[src/rtl/fg_pkg.sv]
package fg_pkg;
  localparam int RAW = 4;
  localparam logic [RAW-1:0] OFS_CTRL  = 4'd0;
  localparam logic [RAW-1:0] OFS_ALO   = 4'd1;
  localparam logic [RAW-1:0] OFS_AHI   = 4'd2;
  localparam logic [RAW-1:0] OFS_PAIR0 = 4'd3;

  localparam int B_TRIG = 0;
  localparam int B_WGO  = 1;
  localparam int B_RGO  = 2;
  localparam int B_REN  = 3;
  localparam int B_MLO  = 4;
  localparam int B_MHI  = 6;
  localparam int B_STAT = 7;

  localparam logic [2:0] MD_WRITE  = 3'b000;
  localparam logic [2:0] MD_ERASE  = 3'b001;
  localparam logic [2:0] MD_READ   = 3'b011;
  localparam logic [2:0] MD_UNLOCK = 3'b110;

  localparam logic [1:0] OP_WRITE = 2'b00;
  localparam logic [1:0] OP_ERASE = 2'b01;
  localparam logic [1:0] OP_READ  = 2'b10;
endpackage

[src/rtl/fg_regs.sv]
module fg_regs
  import fg_pkg::*;
#(
  parameter int NPAIR = 3
) (
  input  logic                   clk,
  input  logic                   rst_sn,
  input  logic                   wr_en,
  input  logic [RAW-1:0]         wr_addr,
  input  logic [7:0]             wr_data,
  input  logic                   ld_en,
  input  logic [15:0]            ld_data,
  output logic [2:0]             mode,
  output logic                   rd_en,
  output logic [15:0]            faddr,
  output logic [NPAIR-1:0][15:0] pair
);
  localparam int NB = 2 + 2 * NPAIR;

  logic [7:0] byte_q [NB];
  logic [2:0] mode_q, mode_d;
  logic       ren_q, ren_d;
  logic       ctrl_we;

  assign ctrl_we = wr_en && (wr_addr == OFS_CTRL);

  always_comb begin
    mode_d = mode_q;
    ren_d  = ren_q;
    if (ctrl_we) begin
      mode_d = wr_data[B_MHI:B_MLO];
      ren_d  = wr_data[B_REN];
    end
  end

  always_ff @(posedge clk or negedge rst_sn) begin
    if (!rst_sn) begin
      mode_q <= '0;
      ren_q  <= 1'b0;
    end else begin
      mode_q <= mode_d;
      ren_q  <= ren_d;
    end
  end

  for (genvar i = 0; i < NB; i++) begin : g_byte
    logic       we, ld, en;
    logic [7:0] d;
    assign we = wr_en && (wr_addr == RAW'(i + 1));
    if (i == 2) begin : g_ldlo
      assign ld = ld_en;
      assign d  = ld_en ? ld_data[7:0] : wr_data;
    end else if (i == 3) begin : g_ldhi
      assign ld = ld_en;
      assign d  = ld_en ? ld_data[15:8] : wr_data;
    end else begin : g_plain
      assign ld = 1'b0;
      assign d  = wr_data;
    end
    assign en = we || ld;
    always_ff @(posedge clk or negedge rst_sn) begin
      if (!rst_sn)  byte_q[i] <= '0;
      else if (en)  byte_q[i] <= d;
    end
  end

  for (genvar p = 0; p < NPAIR; p++) begin : g_pair
    assign pair[p] = {byte_q[2*p+3], byte_q[2*p+2]};
  end

  assign faddr = {byte_q[1], byte_q[0]};
  assign mode  = mode_q;
  assign rd_en = ren_q;
endmodule

[src/rtl/fg_unlock.sv]
module fg_unlock
  import fg_pkg::*;
#(
  parameter int          TMO  = 64,
  parameter logic [15:0] KEY1 = 16'h55AA,
  parameter logic [15:0] KEY2 = 16'hA55A,
  parameter logic [15:0] KEY3 = 16'h5AA5
) (
  input  logic             clk,
  input  logic             rst_sn,
  input  logic             ctrl_we,
  input  logic [7:0]       wr_data,
  input  logic [2:0]       mode,
  input  logic [2:0][15:0] pair,
  output logic             trig,
  output logic             unlocked
);
  localparam int CW = $clog2(TMO + 1);

  logic [CW-1:0] cnt_q, cnt_d;
  logic          trig_q, trig_d, unl_q, unl_d;
  logic          trig_set, keys_ok, cnt_en;

  assign trig_set = ctrl_we && wr_data[B_TRIG] && (wr_data[B_MHI:B_MLO] == MD_UNLOCK);
  assign keys_ok  = (pair[0] == KEY1) && (pair[1] == KEY2) && (pair[2] == KEY3)
                    && (mode == MD_UNLOCK);
  assign cnt_en   = trig_q || trig_set;

  always_comb begin
    cnt_d  = cnt_q;
    trig_d = trig_q;
    unl_d  = unl_q;
    if (ctrl_we && !wr_data[B_STAT]) unl_d = 1'b0;
    if (trig_q) begin
      if (keys_ok) begin
        unl_d  = 1'b1;
        trig_d = 1'b0;
        cnt_d  = '0;
      end else if (cnt_q == CW'(1)) begin
        trig_d = 1'b0;
        cnt_d  = '0;
      end else begin
        cnt_d = cnt_q - CW'(1);
      end
    end
    if (trig_set) begin
      trig_d = 1'b1;
      cnt_d  = CW'(TMO);
    end
  end

  always_ff @(posedge clk or negedge rst_sn) begin
    if (!rst_sn) begin
      cnt_q  <= '0;
      trig_q <= 1'b0;
    end else if (cnt_en) begin
      cnt_q  <= cnt_d;
      trig_q <= trig_d;
    end
  end

  always_ff @(posedge clk or negedge rst_sn) begin
    if (!rst_sn) unl_q <= 1'b0;
    else         unl_q <= unl_d;
  end

  assign trig     = trig_q;
  assign unlocked = unl_q;

  AST_UNLOCK_IN_WINDOW: assert property (@(posedge clk) disable iff (!rst_sn)
    $rose(unl_q) |-> $past(trig_q)) else $error("unlock outside window");
  AST_TIMER_BOUND: assert property (@(posedge clk) disable iff (!rst_sn)
    trig_q |-> (cnt_q != '0) && (cnt_q <= CW'(TMO))) else $error("timer range");
  AST_TRIG_MODE: assert property (@(posedge clk) disable iff (!rst_sn)
    $rose(trig_q) |-> $past(wr_data[B_MHI:B_MLO]) == MD_UNLOCK) else $error("trigger in reserved mode");
endmodule

[src/rtl/fg_opctl.sv]
module fg_opctl
  import fg_pkg::*;
(
  input  logic       clk,
  input  logic       rst_sn,
  input  logic       ctrl_we,
  input  logic [7:0] wr_data,
  input  logic       unlocked,
  input  logic       fl_done,
  output logic       wr_go,
  output logic       rd_go,
  output logic       fl_req,
  output logic [1:0] fl_op,
  output logic       ld_en
);
  logic       busy_q, busy_d, wgo_q, wgo_d, rgo_q, rgo_d, req_q, req_d;
  logic [1:0] op_q, op_d;
  logic [2:0] m_w;
  logic       acc_wr, acc_rd, unl_eff;

  assign m_w     = wr_data[B_MHI:B_MLO];
  assign unl_eff = unlocked && wr_data[B_STAT];
  assign acc_wr  = ctrl_we && !busy_q && wr_data[B_WGO] && unl_eff
                   && ((m_w == MD_WRITE) || (m_w == MD_ERASE));
  assign acc_rd  = ctrl_we && !busy_q && wr_data[B_RGO] && !wr_data[B_WGO]
                   && wr_data[B_REN] && (m_w == MD_READ);

  always_comb begin
    busy_d = busy_q;
    wgo_d  = wgo_q;
    rgo_d  = rgo_q;
    op_d   = op_q;
    req_d  = 1'b0;
    if (!busy_q) begin
      wgo_d = 1'b0;
      rgo_d = 1'b0;
      if (ctrl_we) begin
        wgo_d = wr_data[B_WGO];
        rgo_d = wr_data[B_RGO];
      end
      if (acc_wr) begin
        busy_d = 1'b1;
        req_d  = 1'b1;
        op_d   = (m_w == MD_ERASE) ? OP_ERASE : OP_WRITE;
      end else if (acc_rd) begin
        busy_d = 1'b1;
        req_d  = 1'b1;
        op_d   = OP_READ;
      end
    end else if (fl_done) begin
      busy_d = 1'b0;
      wgo_d  = 1'b0;
      rgo_d  = 1'b0;
    end
  end

  always_ff @(posedge clk or negedge rst_sn) begin
    if (!rst_sn) begin
      busy_q <= 1'b0;
      wgo_q  <= 1'b0;
      rgo_q  <= 1'b0;
      req_q  <= 1'b0;
      op_q   <= OP_WRITE;
    end else begin
      busy_q <= busy_d;
      wgo_q  <= wgo_d;
      rgo_q  <= rgo_d;
      req_q  <= req_d;
      op_q   <= op_d;
    end
  end

  assign ld_en  = busy_q && fl_done && (op_q == OP_READ);
  assign wr_go  = wgo_q;
  assign rd_go  = rgo_q;
  assign fl_req = req_q;
  assign fl_op  = op_q;

  AST_REQ_PULSE: assert property (@(posedge clk) disable iff (!rst_sn)
    req_q |=> !req_q) else $error("request longer than one cycle");
  AST_REQ_UNLOCKED: assert property (@(posedge clk) disable iff (!rst_sn)
    req_q && (op_q != OP_READ) |-> unlocked) else $error("locked write or erase");
  AST_GO_HELD: assert property (@(posedge clk) disable iff (!rst_sn)
    busy_q && !fl_done && (op_q != OP_READ) |=> wgo_q) else $error("start bit dropped early");
endmodule

[src/rtl/flash_guard.sv]
module flash_guard
  import fg_pkg::*;
#(
  parameter int          TMO  = 64,
  parameter logic [15:0] KEY1 = 16'h55AA,
  parameter logic [15:0] KEY2 = 16'hA55A,
  parameter logic [15:0] KEY3 = 16'h5AA5
) (
  input  logic           clk,
  input  logic           rst_n,
  input  logic           wr_en,
  input  logic [RAW-1:0] wr_addr,
  input  logic [7:0]     wr_data,
  input  logic [RAW-1:0] rd_addr,
  output logic [7:0]     rd_data,
  output logic           fl_req,
  output logic [1:0]     fl_op,
  output logic [15:0]    fl_addr,
  output logic [15:0]    fl_wdata,
  input  logic [15:0]    fl_rdata,
  input  logic           fl_done
);
  logic [1:0]       rs_q;
  logic             rst_sn;
  logic             ctrl_we, ld_en, rd_en, trig, unlocked, wr_go, rd_go;
  logic [2:0]       mode;
  logic [15:0]      faddr;
  logic [2:0][15:0] pair;

  always_ff @(posedge clk or negedge rst_n) begin
    if (!rst_n) rs_q <= 2'b00;
    else        rs_q <= {rs_q[0], 1'b1};
  end
  assign rst_sn = rs_q[1];

  assign ctrl_we = wr_en && (wr_addr == OFS_CTRL);

  fg_regs #(.NPAIR(3)) u_regs (
    .clk(clk), .rst_sn(rst_sn), .wr_en(wr_en), .wr_addr(wr_addr), .wr_data(wr_data),
    .ld_en(ld_en), .ld_data(fl_rdata), .mode(mode), .rd_en(rd_en), .faddr(faddr),
    .pair(pair)
  );

  fg_unlock #(.TMO(TMO), .KEY1(KEY1), .KEY2(KEY2), .KEY3(KEY3)) u_unlock (
    .clk(clk), .rst_sn(rst_sn), .ctrl_we(ctrl_we), .wr_data(wr_data), .mode(mode),
    .pair(pair), .trig(trig), .unlocked(unlocked)
  );

  fg_opctl u_opctl (
    .clk(clk), .rst_sn(rst_sn), .ctrl_we(ctrl_we), .wr_data(wr_data),
    .unlocked(unlocked), .fl_done(fl_done), .wr_go(wr_go), .rd_go(rd_go),
    .fl_req(fl_req), .fl_op(fl_op), .ld_en(ld_en)
  );

  always_comb begin
    rd_data = '0;
    case (rd_addr)
      OFS_CTRL:  rd_data = {unlocked, mode, rd_en, rd_go, wr_go, trig};
      OFS_ALO:   rd_data = faddr[7:0];
      OFS_AHI:   rd_data = faddr[15:8];
      4'd3:      rd_data = pair[0][7:0];
      4'd4:      rd_data = pair[0][15:8];
      4'd5:      rd_data = pair[1][7:0];
      4'd6:      rd_data = pair[1][15:8];
      4'd7:      rd_data = pair[2][7:0];
      4'd8:      rd_data = pair[2][15:8];
      default:   rd_data = '0;
    endcase
  end

  assign fl_addr  = faddr;
  assign fl_wdata = pair[0];

  AST_READ_GATED: assert property (@(posedge clk) disable iff (!rst_sn)
    fl_req && (fl_op == OP_READ) |-> rd_en && (mode == MD_READ)) else $error("ungated read");
  AST_NO_RSVD_REQ: assert property (@(posedge clk) disable iff (!rst_sn)
    fl_req |-> (mode == MD_WRITE) || (mode == MD_ERASE) || (mode == MD_READ)) else $error("request in reserved mode");
endmodule

[config.mk]
export PLATFORM = sky130hd
export DESIGN_NAME = flash_guard
export DESIGN_NICKNAME = d
export VERILOG_FILES = /design/src/rtl/fg_pkg.sv /design/src/rtl/fg_regs.sv /design/src/rtl/fg_unlock.sv /design/src/rtl/fg_opctl.sv /design/src/rtl/flash_guard.sv
export SDC_FILE = /design/constraint.sdc
export NUM_CORES = 1
export LEC_CHECK = 0
export ABC_AREA = 0
export BUFFER_PORTS_ARGS = -buffer_cell sky130_fd_sc_hd__buf_2
export CAP_MARGIN = 20
export CORE_MARGIN = 2
export CORE_UTILIZATION = 40
export DETAILED_ROUTE_END_ITERATION = 8
export HOLD_SLACK_MARGIN = 0.12
export SLEW_MARGIN = 0
export SYNTH_ARGS = -nofsm -noshare
export SYNTH_HDL_FRONTEND = slang
export SYNTH_HIERARCHICAL = 1
export SYNTH_SLANG_ARGS = --single-unit
export TNS_END_PERCENT = 100
[constraint.sdc]
create_clock -name clk -period 3.5 [get_ports clk]
set_clock_uncertainty 0.15 [all_clocks]
set_input_delay 0.175 -clock clk [delete_from_list [all_inputs] [get_ports clk]]
set_output_delay 0.175 -clock clk [all_outputs]
set_load 0.005 [all_outputs]
==> results.py, run 1 <==
metrics = {
    "critical_path": {
        "reg2reg_to": "u_regs/pair[7]",
        "rrSetupSlack_ps": 1170,
        "critical-path-slowest-cell": "dlygate4sd3_1",
        "worst_ep_required_ps": 3570,
        "crit_start": "fl_done",
        "cpPeakStageDelay_ps": 530,
        "cp-start-kind": "input pin",
        "timing.rr.start": "u_opctl/busy_q",
        "worstSetupPathType": "input pin to flop",
        "crit_chain": "dlygate4sd3_1, buf_2, and4b_1, nor3b_2, nor3b_4, mux2_2",
        "timing.critical_path.to_type": "flop",
        "critPathMaxFanout": 17,
        "worst_ep_arrival_time_ps": 2450,
        "critPathCapture": "u_regs/pair[7]",
        "ff2ff_path_depth": 4,
    },
    "final_layout": {
        "final_cell_mix": "87 x mux2_2, 84 x dfrtp_1, 78 x buf_2",
        "sequential_cell_area_um2": 2130,
        "final-instance-count-excl-fill": 614,
        "drive_gt1_share_pct": 43.5,
        "area_growth_pct": 22.9,
        "multi_input_comb_area_um2": 2380,
        "num-nets-final": 504,
        "nFillCells": 1012,
        "antenna_cells": 0,
        "layout_commonest_cell": "mux2_2",
    },
    "sta": {
        "post-route-period-util_pct": 68.0,
        "grt_setup_unrepaired": "false",
        "max_slew_margin_pct": 45.2,
        "slew_violations": 0,
        "timing.final.setup_violations": 0,
        "final_hold_viol_count": 0,
        "clock.fmax_ghz": 0.420,
        "setup_total_negative_slack_ps": 0,
        "holdWs_ps": 155,
        "layout_setup_ws_ps": 1120,
        "worst-slew-pin-transition_ps": 821,
        "fin_crit_ps": 2380,
    },
    "run_status": {
        "outcome": "finished, final reports clean",
    },
    "synthesis": {
        "area_contributors_post_synth": "dfrtp_1 46%, mux2_2 21%, nand3b_1 1.8%",
        "ys_seq_elements": 85,
        "netlist_instances": 368,
        "avgSynthCellArea_um2": 12.5,
        "mappedNetlistNets": 406,
        "yosys_most_used_dff": "dfrtp_1",
        "synth.yosys.seq_area_share_pct": 46.1,
        "synthArstFlopShare_pct": 100,
        "synth_edf_count": 0,
        "yosys.area.top_type_share_pct": 46.1,
        "synth.yosys.warnings": 6,
        "synth_top_cell_by_area": "dfrtp_1",
        "synthesis.area_um2": 4620,
        "ys_types": 67,
    },
    "worst_hold_path": {
        "hold_class": "input pin to flop",
        "timing.hold.worst_path_depth": 2,
    },
    "global_route": {
        "grt_first_pass_wirelength_um": 21000,
        "met2_capacity_usage_during_global_routing_pct": 34.9,
        "grt_util_met3_pct": 2.61,
        "number_of_antenna_violations_at_the_first_check_in_global_routing": 0,
        "top_usage_layer": "met2",
        "met1_usage_pct": 31.7,
        "first_global_vias": 3583,
        "grt_max_degree": 84,
        "track_usage_pct": 21.9,
        "grt-ovfl-total": 0,
    },
    "die": {
        "initial_utilization_pct": 40.8,
        "dieWidth_um": 111,
        "dieHeight_um": 111,
        "die_area_um2": 12400,
        "fp.coreArea_um2": 11300,
        "ioPinCount": 79,
        "placementRows": 39,
    },
    "place": {
        "post-dp-hpwl_um": 9100,
        "placedCellCount": 575,
        "io_buffer_count": 78,
        "place_congestion": 0.863,
        "pre_cts_slack_ps": 1150,
    },
    "clock_tree": {
        "clock_tree_from_tritoncts": "built",
        "h_tree_lvl_count": 3,
        "cts_made_buffers": 9,
        "cts_sinks": 85,
        "clock_insertion_delay_worst_skew_ps": 340,
        "post_cts_resized": 0,
        "max-clock-path-buffers": 2,
        "clkSlewWorstSetupHoldPaths_ps": 60,
        "clk_root_buffer_cell": "clkbuf_16",
    },
    "route": {
        "initialDrtViolationCount": 257,
        "routed_via_count_divided_by_cell_count": 5.85,
        "antenna_left": 0,
        "drtPass1Iterations": 4,
        "route.final.wire_length_um": 13200,
        "drc_errors": 0,
        "post_detailed_route_wirelength_per_cell_um": 21.6,
        "vias": 3594,
    },
    "pwr": {
        "worst_ir_drop_vdd_mv": 0.282,
        "totalPowerFinal_uw": 3190,
        "p_per_area_nw_per_um2": 561,
        "total_leakage_power_uw": 0.00252,
    },
    "flow_run": {
        "max-cap-violations": 0,
    },
}
repair_timing:
item | 4_1_cts | 5_1_grt
endpoints found under the setup margin | 0 | 0
hold buffers | 21 | 1
setup buffers | 0 | 0
endpoints found under the hold margin | 20 | 10
cell usage after synthesis (3+ instances only):
library cell and n:
nor3b_1 4, inv_1 5, mux2i_1 6, or4_1 3, and4bb_2 4, a32oi_1 4
o21ai_1 3, a22oi_1 3, nand3_1 3, a211o_1 5, nor2_1 8, nor3_1 3
buf_4 3, and4b_1 4, dfrtp_1 85, and3b_1 6, o21ai_0 7, nand2_1 14
nand4b_1 3, or3_1 4, nor4bb_1 7, nand2b_1 3, o2bb2ai_1 3, mux2_2 87
nand4_1 10, buf_2 10, nand3b_1 11, nor2b_1 5, nor3b_4 3, mux2_1 5
sequential cells by signal, indices dropped and copies added (netlist names):
name and count:
u_regs/rd_en 1, u_regs/mode 3, u_opctl/fl_req 1, u_opctl/busy_q 1, u_regs/pair 48, u_unlock/cnt_q 7
u_unlock/trig 1, u_regs/faddr 16, u_opctl/rd_go 1, u_opctl/wr_go 1, rs_q 2, u_unlock/unlocked 1
u_opctl/fl_op 2
critical path, delay by kind of cell:
kind,cells,cell delay (ps)
buffers and inverters,2,660
multiplexers,1,390
AND/OR/NAND/NOR,3,1220
metrics by stage:
stage	util [%]	cell area [um^2]
floorplan	-	4620
global placement	45.1	5100
detailed placement	45.1	5100
CTS	49.8	5640
global route	50.1	5680
finish	50.1	5680
worst min path at each step:
stage | start | end | slack [ps]
3_5_place_dp | rst_n | rs_q[0] | -190
3_3_place_gp | rst_n | rs_q[0] | -190
5_1_grt | wr_data[3] | u_regs/rd_en | 150
6_report | wr_data[7] | u_regs/faddr[15] | 150
4_1_cts | wr_data[3] | u_regs/faddr[11] | 140
2_1_floorplan | rst_n | rs_q[0] | -270
final cells by class:
class / count / area share (%)
tap: 143 / 3.15
multi-input combinational: 263 / 41.9
clock inverter: 7 / 1.74
inverter: 5 / 0.331
timing repair buffer: 102 / 11.4
sequential: 85 / 37.5
clock buffer: 9 / 3.97
logic make-up after synthesis:
| family | Yosys count | synth area share, % |
|---|---|---|
| other | 1 | 0.0812 |
| muxes | 100 | 24.7 |
| and+or+nand+nor | 114 | 18.5 |
| buffers and inverters | 20 | 2.47 |
| AOI/OAI and AO/OA | 46 | 7.64 |
| adders and majority gates | 2 | 0.542 |
| DFF | 85 | 46.1 |
per-layer routing:
layer / wire length [um] / share of wire (%) / up-vias
met5: 0 / 0 / -
met4: 144 / 1.1 / 0
met3: 622 / 4.7 / 11
met2: 6300 / 48 / 122
met1: 6170 / 47 / 1839
li1: - / - / 1622
power breakdown:
part / switching [uW] / leakage [uW] / total, uW / internal [uW]
Combinational: 304 / 0.00131 / 723 / 419
Clock: 402 / 0.000156 / 1030 / 629
Sequential: 229 / 0.00106 / 1430 / 1200
Power figures use the tool's default switching activity.
==> run 2, diff against run 1 <==
==> constraint.sdc (replaced) <==
create_clock -name clk -period 2.3 [get_ports clk]
set_clock_uncertainty 0.15 [all_clocks]
set_input_delay 0.115 -clock clk [delete_from_list [all_inputs] [get_ports clk]]
set_output_delay 0.115 -clock clk [all_outputs]
set_load 0.005 [all_outputs]
==> run 2 against run 1 <==
Flip-flop and latch count is the same. Largest cell class unchanged. Critical endpoint is now u_unlock/cnt_q[6]. Non-clock buffer count rose by 14. Final area is 1.4% higher. Via count increased by 1.7%.
==> results.py, run 2 (synthesis gave the netlist of run 1 again) <==
metrics = {
    "route": {
        "drtPass1Iterations": 4,
        "vias": 3655,
        "drc_errors": 0,
        "route.final.wire_length_um": 13700,
        "post_detailed_route_wirelength_per_cell_um": 21.8,
        "initialDrtViolationCount": 254,
        "routed_via_count_divided_by_cell_count": 5.82,
        "antenna_left": 0,
    },
    "worst_hold_path": {
        "start_point_of_the_worst_hold_path": "wr_data[5]",
        "timing.hold.worst_path_depth": 2,
        "hold_class": "input pin to flop",
        "min_delay_worst_endpoint": "u_regs/pair[29]",
    },
    "final_layout": {
        "num-nets-final": 518,
        "layout_commonest_cell": "mux2_2",
        "area_growth_pct": 24.6,
        "final_cell_mix": "87 x mux2_2, 84 x dfrtp_1, 78 x buf_2",
        "max_reg_flops": 48,
        "drive_gt1_share_pct": 44.3,
        "antenna_cells": 0,
        "finalCoreUtilization_pct": 50.8,
    },
    "die": {
        "placementRows": 39,
        "initial_utilization_pct": 40.8,
        "dieWidth_um": 111,
        "ioPinCount": 79,
        "die_area_um2": 12400,
        "fp.coreArea_um2": 11300,
        "dieHeight_um": 111,
    },
    "critical_path": {
        "crit_start": "u_regs/pair[15]",
        "path_delay_family": "simple AND/OR/NAND/NOR gates",
        "worst_ep_required_ps": 2380,
        "crit_chain": "nor4bb_1, nand4_1, nor4_2, buf_4, o21ai_1, a211o_1",
        "rrSetupSlack_ps": 110,
        "cp-start-kind": "flop",
        "worst_ep_arrival_time_ps": 2270,
        "path_buf_inv": 1,
        "cpPeakStageDelay_ps": 440,
        "worstSetupPathType": "flop to flop",
        "timing.critical_path.to_type": "flop",
        "critical-path-slowest-cell": "dfrtp_1",
        "critPathMaxFanout": 11,
        "timing.rr.start": "u_regs/pair[15]",
        "reg2reg_to": "u_unlock/cnt_q[6]",
        "ff2ff_path_depth": 6,
    },
    "place": {
        "io_buffer_count": 78,
        "place_congestion": 0.924,
        "post-dp-hpwl_um": 9660,
    },
    "sta": {
        "clock.fmax_ghz": 0.457,
        "setup_total_negative_slack_ps": 0,
        "final_hold_viol_count": 0,
        "holdWs_ps": 140,
        "grt_setup_unrepaired": "false",
        "fin_crit_ps": 2190,
        "post-route-period-util_pct": 95.1,
        "max_slew_margin_pct": 59.5,
        "timing.final.setup_violations": 0,
        "slew_violations": 0,
        "worst-slew-pin-transition_ps": 606,
    },
    "pwr": {
        "netSwitchingFraction_pct": 30.7,
        "totalPowerFinal_uw": 4750,
        "p_per_area_nw_per_um2": 825,
        "power.share.sequential_pct": 45.9,
        "power.combinational.fraction_pct": 23.7,
        "worst_ir_drop_vdd_mv": 0.399,
        "total_leakage_power_uw": 0.00257,
        "clock_power_share_pct": 30.4,
        "net-switching-power_uw": 1460,
        "cell_internal_pwr_uw": 3290,
    },
    "run_status": {
        "outcome": "finished, final reports clean",
    },
    "clock_tree": {
        "cts_made_buffers": 9,
        "max-clock-path-buffers": 2,
        "clk_root_buffer_cell": "clkbuf_16",
        "clock_tree_from_tritoncts": "built",
        "clock_insertion_delay_worst_skew_ps": 350,
        "cts.repair_timing.setup_buffer_count": 0,
        "cts_sinks": 85,
        "clkSlewWorstSetupHoldPaths_ps": 70,
        "h_tree_lvl_count": 3,
    },
    "global_route": {
        "grt_max_degree": 48,
        "track_usage_pct": 22.7,
        "first_global_vias": 3797,
        "number_of_antenna_violations_at_the_first_check_in_global_routing": 0,
        "grt_first_pass_wirelength_um": 21700,
        "grt-ovfl-total": 0,
    },
    "flow_run": {
        "max-cap-violations": 0,
    },
}
run 2: worst reg2reg max path, cell delays in order (launching register included):
cell and delay [ps]:
dfrtp_1 440, nor4bb_1 420, nand4_1 200, nor4_2 280, buf_4 210, o21ai_1 80
a211o_1 300
run 2: layer usage:
layer,global-route usage [%],vias to the layer above,wire length [um]
li1,-,1638,-
met1,32.2,1883,6160
met2,35.9,120,6540
met3,3.38,14,816
met4,7.82,0,195
met5,0,-,0
run 2: worst max path at each step:
stage	to	slack, ps	depth (start not counted)
after detailed placement	u_unlock/cnt_q[6]	190	6
after floorplan	u_regs/pair[0]	380	5
after global routing	u_unlock/cnt_q[6]	70	6
final	u_unlock/cnt_q[6]	110	6
after CTS	u_unlock/cnt_q[6]	170	6
after global placement	u_unlock/cnt_q[6]	190	6
run 2: through the flow:
step | cells | area [um^2] | setup WS, ps
after detailed placement | 586 | 5200 | 185
after global routing | 628 | 5750 | 74.3
after CTS | 628 | 5750 | 170
final | 628 | 5750 | 112
after floorplan | 368 | 4620 | 377
after global placement | 586 | 5200 | 187
run 2: layout make-up:
| type | count | area [um^2] |
|---|---|---|
| clock buffer | 11 | 253 |
| clock inverter | 5 | 42.5 |
| fill | 1024 | 5570 |
| inverter | 5 | 18.8 |
| multi-input combinational | 263 | 2380 |
| sequential | 85 | 2130 |
| tap | 143 | 179 |
| timing repair buffer | 116 | 753 |
run 2: power groups by stage:
stage	registers (uW)	clock network, uW	logic (uW)
global placement	2180	0	1070
detailed placement	2190	0	1090
CTS	2170	1460	1130
floorplan	2090	0	691
global route	2220	1540	1230
finish	2180	1440	1130
run 2: timing repair:
action,in CTS,in global routing
hold buffers,26,0
setup endpoints to repair,0,0
hold endpoints to repair,43,0
gates resized for setup,0,0
==> run 3, diff against run 2 <==
--- a/config.mk
+++ b/config.mk
@@ -11,7 +11,7 @@
 export CORE_MARGIN = 2
 export CORE_UTILIZATION = 40
 export DETAILED_ROUTE_END_ITERATION = 8
-export HOLD_SLACK_MARGIN = 0.12
+export SETUP_SLACK_MARGIN = 0.15
 export SLEW_MARGIN = 0
 export SYNTH_ARGS = -nofsm -noshare
 export SYNTH_HDL_FRONTEND = slang
==> run 3 against run 2 <==
Total power is 0.11% lower. Largest power group unchanged. Clock power hardly changed. Worst setup slack improved by 140 ps. Die area unchanged. Via count down 1.3%. Wire length is 0.90% lower. Largest cell class unchanged. Maximum frequency increased by 6.9%.
==> results.py, run 3 (synthesis gave the netlist of run 1 again) <==
metrics = {
    "die": {
        "placementRows": 39,
        "dieWidth_um": 111,
        "fp.coreArea_um2": 11300,
        "ioPinCount": 79,
        "die_area_um2": 12400,
        "dieHeight_um": 111,
        "initial_utilization_pct": 40.8,
    },
    "critical_path": {
        "cp-start-kind": "flop",
        "rrSetupSlack_ps": 250,
        "timing.rr.start": "u_regs/pair[40]",
        "critPathMaxFanout": 5,
        "reg2reg_to": "u_unlock/cnt_q[6]",
        "worst_ep_arrival_time_ps": 2130,
        "timing.critical_path.to_type": "flop",
        "worstSetupPathType": "flop to flop",
        "ff2ff_path_depth": 7,
        "worst_ep_required_ps": 2380,
    },
    "sta": {
        "grt_setup_unrepaired": "false",
        "setup_total_negative_slack_ps": 0,
        "max_slew_margin_pct": 60.6,
        "slew_violations": 0,
        "clock.fmax_ghz": 0.488,
        "post-route-period-util_pct": 89.0,
        "final_hold_viol_count": 0,
        "holdWs_ps": 9.88,
        "timing.final.setup_violations": 0,
        "fin_crit_ps": 2050,
        "worst-slew-pin-transition_ps": 589,
    },
    "global_route": {
        "track_usage_pct": 22.5,
        "grt_first_pass_wirelength_um": 21500,
        "first_global_vias": 3753,
        "grt-ovfl-total": 0,
        "grt_max_degree": 48,
        "number_of_antenna_violations_at_the_first_check_in_global_routing": 0,
    },
    "route": {
        "initialDrtViolationCount": 240,
        "drc_errors": 0,
        "route.final.wire_length_um": 13600,
        "antenna_left": 0,
        "vias": 3607,
        "drtPass1Iterations": 4,
        "routed_via_count_divided_by_cell_count": 5.82,
        "post_detailed_route_wirelength_per_cell_um": 21.9,
    },
    "clock_tree": {
        "clock_tree_from_tritoncts": "built",
        "cts_made_buffers": 9,
        "max-clock-path-buffers": 2,
        "clock_insertion_delay_worst_skew_ps": 350,
        "clkSlewWorstSetupHoldPaths_ps": 70,
        "clk_root_buffer_cell": "clkbuf_16",
        "h_tree_lvl_count": 3,
        "cts_sinks": 85,
    },
    "pwr": {
        "cell_internal_pwr_uw": 3290,
        "netSwitchingFraction_pct": 30.7,
        "power.share.sequential_pct": 45.9,
        "power.combinational.fraction_pct": 23.6,
        "p_per_area_nw_per_um2": 832,
        "clock_power_share_pct": 30.4,
        "total_leakage_power_uw": 0.00254,
        "net-switching-power_uw": 1460,
        "worst_ir_drop_vdd_mv": 0.398,
    },
    "worst_hold_path": {
        "timing.hold.worst_path_depth": 3,
        "hold_class": "input pin to flop",
        "min_delay_worst_endpoint": "u_regs/pair[13]",
        "start_point_of_the_worst_hold_path": "fl_rdata[13]",
    },
    "place": {
        "post-dp-hpwl_um": 9660,
        "place_congestion": 0.924,
        "io_buffer_count": 78,
    },
    "final_layout": {
        "final_cell_mix": "87 x mux2_2, 84 x dfrtp_1, 78 x buf_2",
        "area_growth_pct": 23.5,
        "antenna_cells": 0,
        "drive_gt1_share_pct": 45.9,
        "num-nets-final": 510,
        "max_reg_flops": 48,
        "layout_commonest_cell": "mux2_2",
        "nFillCells": 1028,
    },
    "run_status": {
        "outcome": "finished, final reports clean",
    },
    "flow_run": {
        "max-cap-violations": 0,
    },
}
## run 3: worst max-delay path, cell delays in order, from the launching register on
cell and delay (ps):
dfrtp_1 400, nor4bb_1 320, buf_4 160, nand4_1 110, nor4_2 230, buf_4 180
o21ai_1 80, a211o_1 300
## run 3: metal layers
| layer | vias to the layer above | track usage [%] | share of wire, % | wire length [um] |
|---|---|---|---|---|
| met5 | - | 0 | 0 | 0 |
| met4 | 0 | 7.82 | 1.9 | 261 |
| met3 | 18 | 3.32 | 5.6 | 759 |
| met2 | 118 | 35.2 | 47 | 6420 |
| met1 | 1855 | 32.2 | 45 | 6140 |
| li1 | 1616 | - | - | - |
## run 3: final cells by class
type	instances	area, um^2	share of cell area, %
well taps	143	179	3.14
multi-input cells	263	2400	42.0
repair buffers	108	683	12.0
flip-flops and latches	85	2130	37.4
inverters	5	18.8	0.329
clock inverters	5	42.5	0.746
clock buffers	11	253	4.43
## run 3: through the flow
stage	utilization, %	instances	total power (uW)	setup WS (ps)	area, um^2
6_report	50.4	620	4740	252	5700
5_1_grt	50.4	620	4990	159	5700
3_5_place_dp	45.9	586	3290	185	5200
3_3_place_gp	45.9	586	3250	187	5200
2_1_floorplan	-	368	2790	377	4620
4_1_cts	50.0	619	4760	170	5660
## run 3: how the worst max path moves through the flow
stage / slack [ps] / to / from / depth (start not counted)
2_1_floorplan: 380 / u_regs/pair[0] / u_opctl/busy_q / 5
3_3_place_gp: 190 / u_unlock/cnt_q[6] / u_regs/pair[15] / 6
3_5_place_dp: 190 / u_unlock/cnt_q[6] / u_regs/pair[4] / 6
4_1_cts: 170 / u_unlock/cnt_q[6] / u_regs/pair[4] / 6
5_1_grt: 160 / u_unlock/cnt_q[6] / u_regs/pair[40] / 7
6_report: 250 / u_unlock/cnt_q[6] / u_regs/pair[40] / 7
## run 3: repair_timing
action,in CTS,in global routing
setup buffers,0,1
gates resized for setup,0,3
hold buffers,17,0
hold endpoints to repair,18,0
setup endpoints to repair,0,1
## run 3: power by group through the flow
| stage | registers [uW] | clock network (uW) | logic (uW) |
|---|---|---|---|
| floorplan | 2090 | 0 | 691 |
| global placement | 2180 | 0 | 1070 |
| detailed placement | 2190 | 0 | 1090 |
| CTS | 2170 | 1460 | 1120 |
| global route | 2230 | 1540 | 1220 |
| finish | 2180 | 1440 | 1120 |
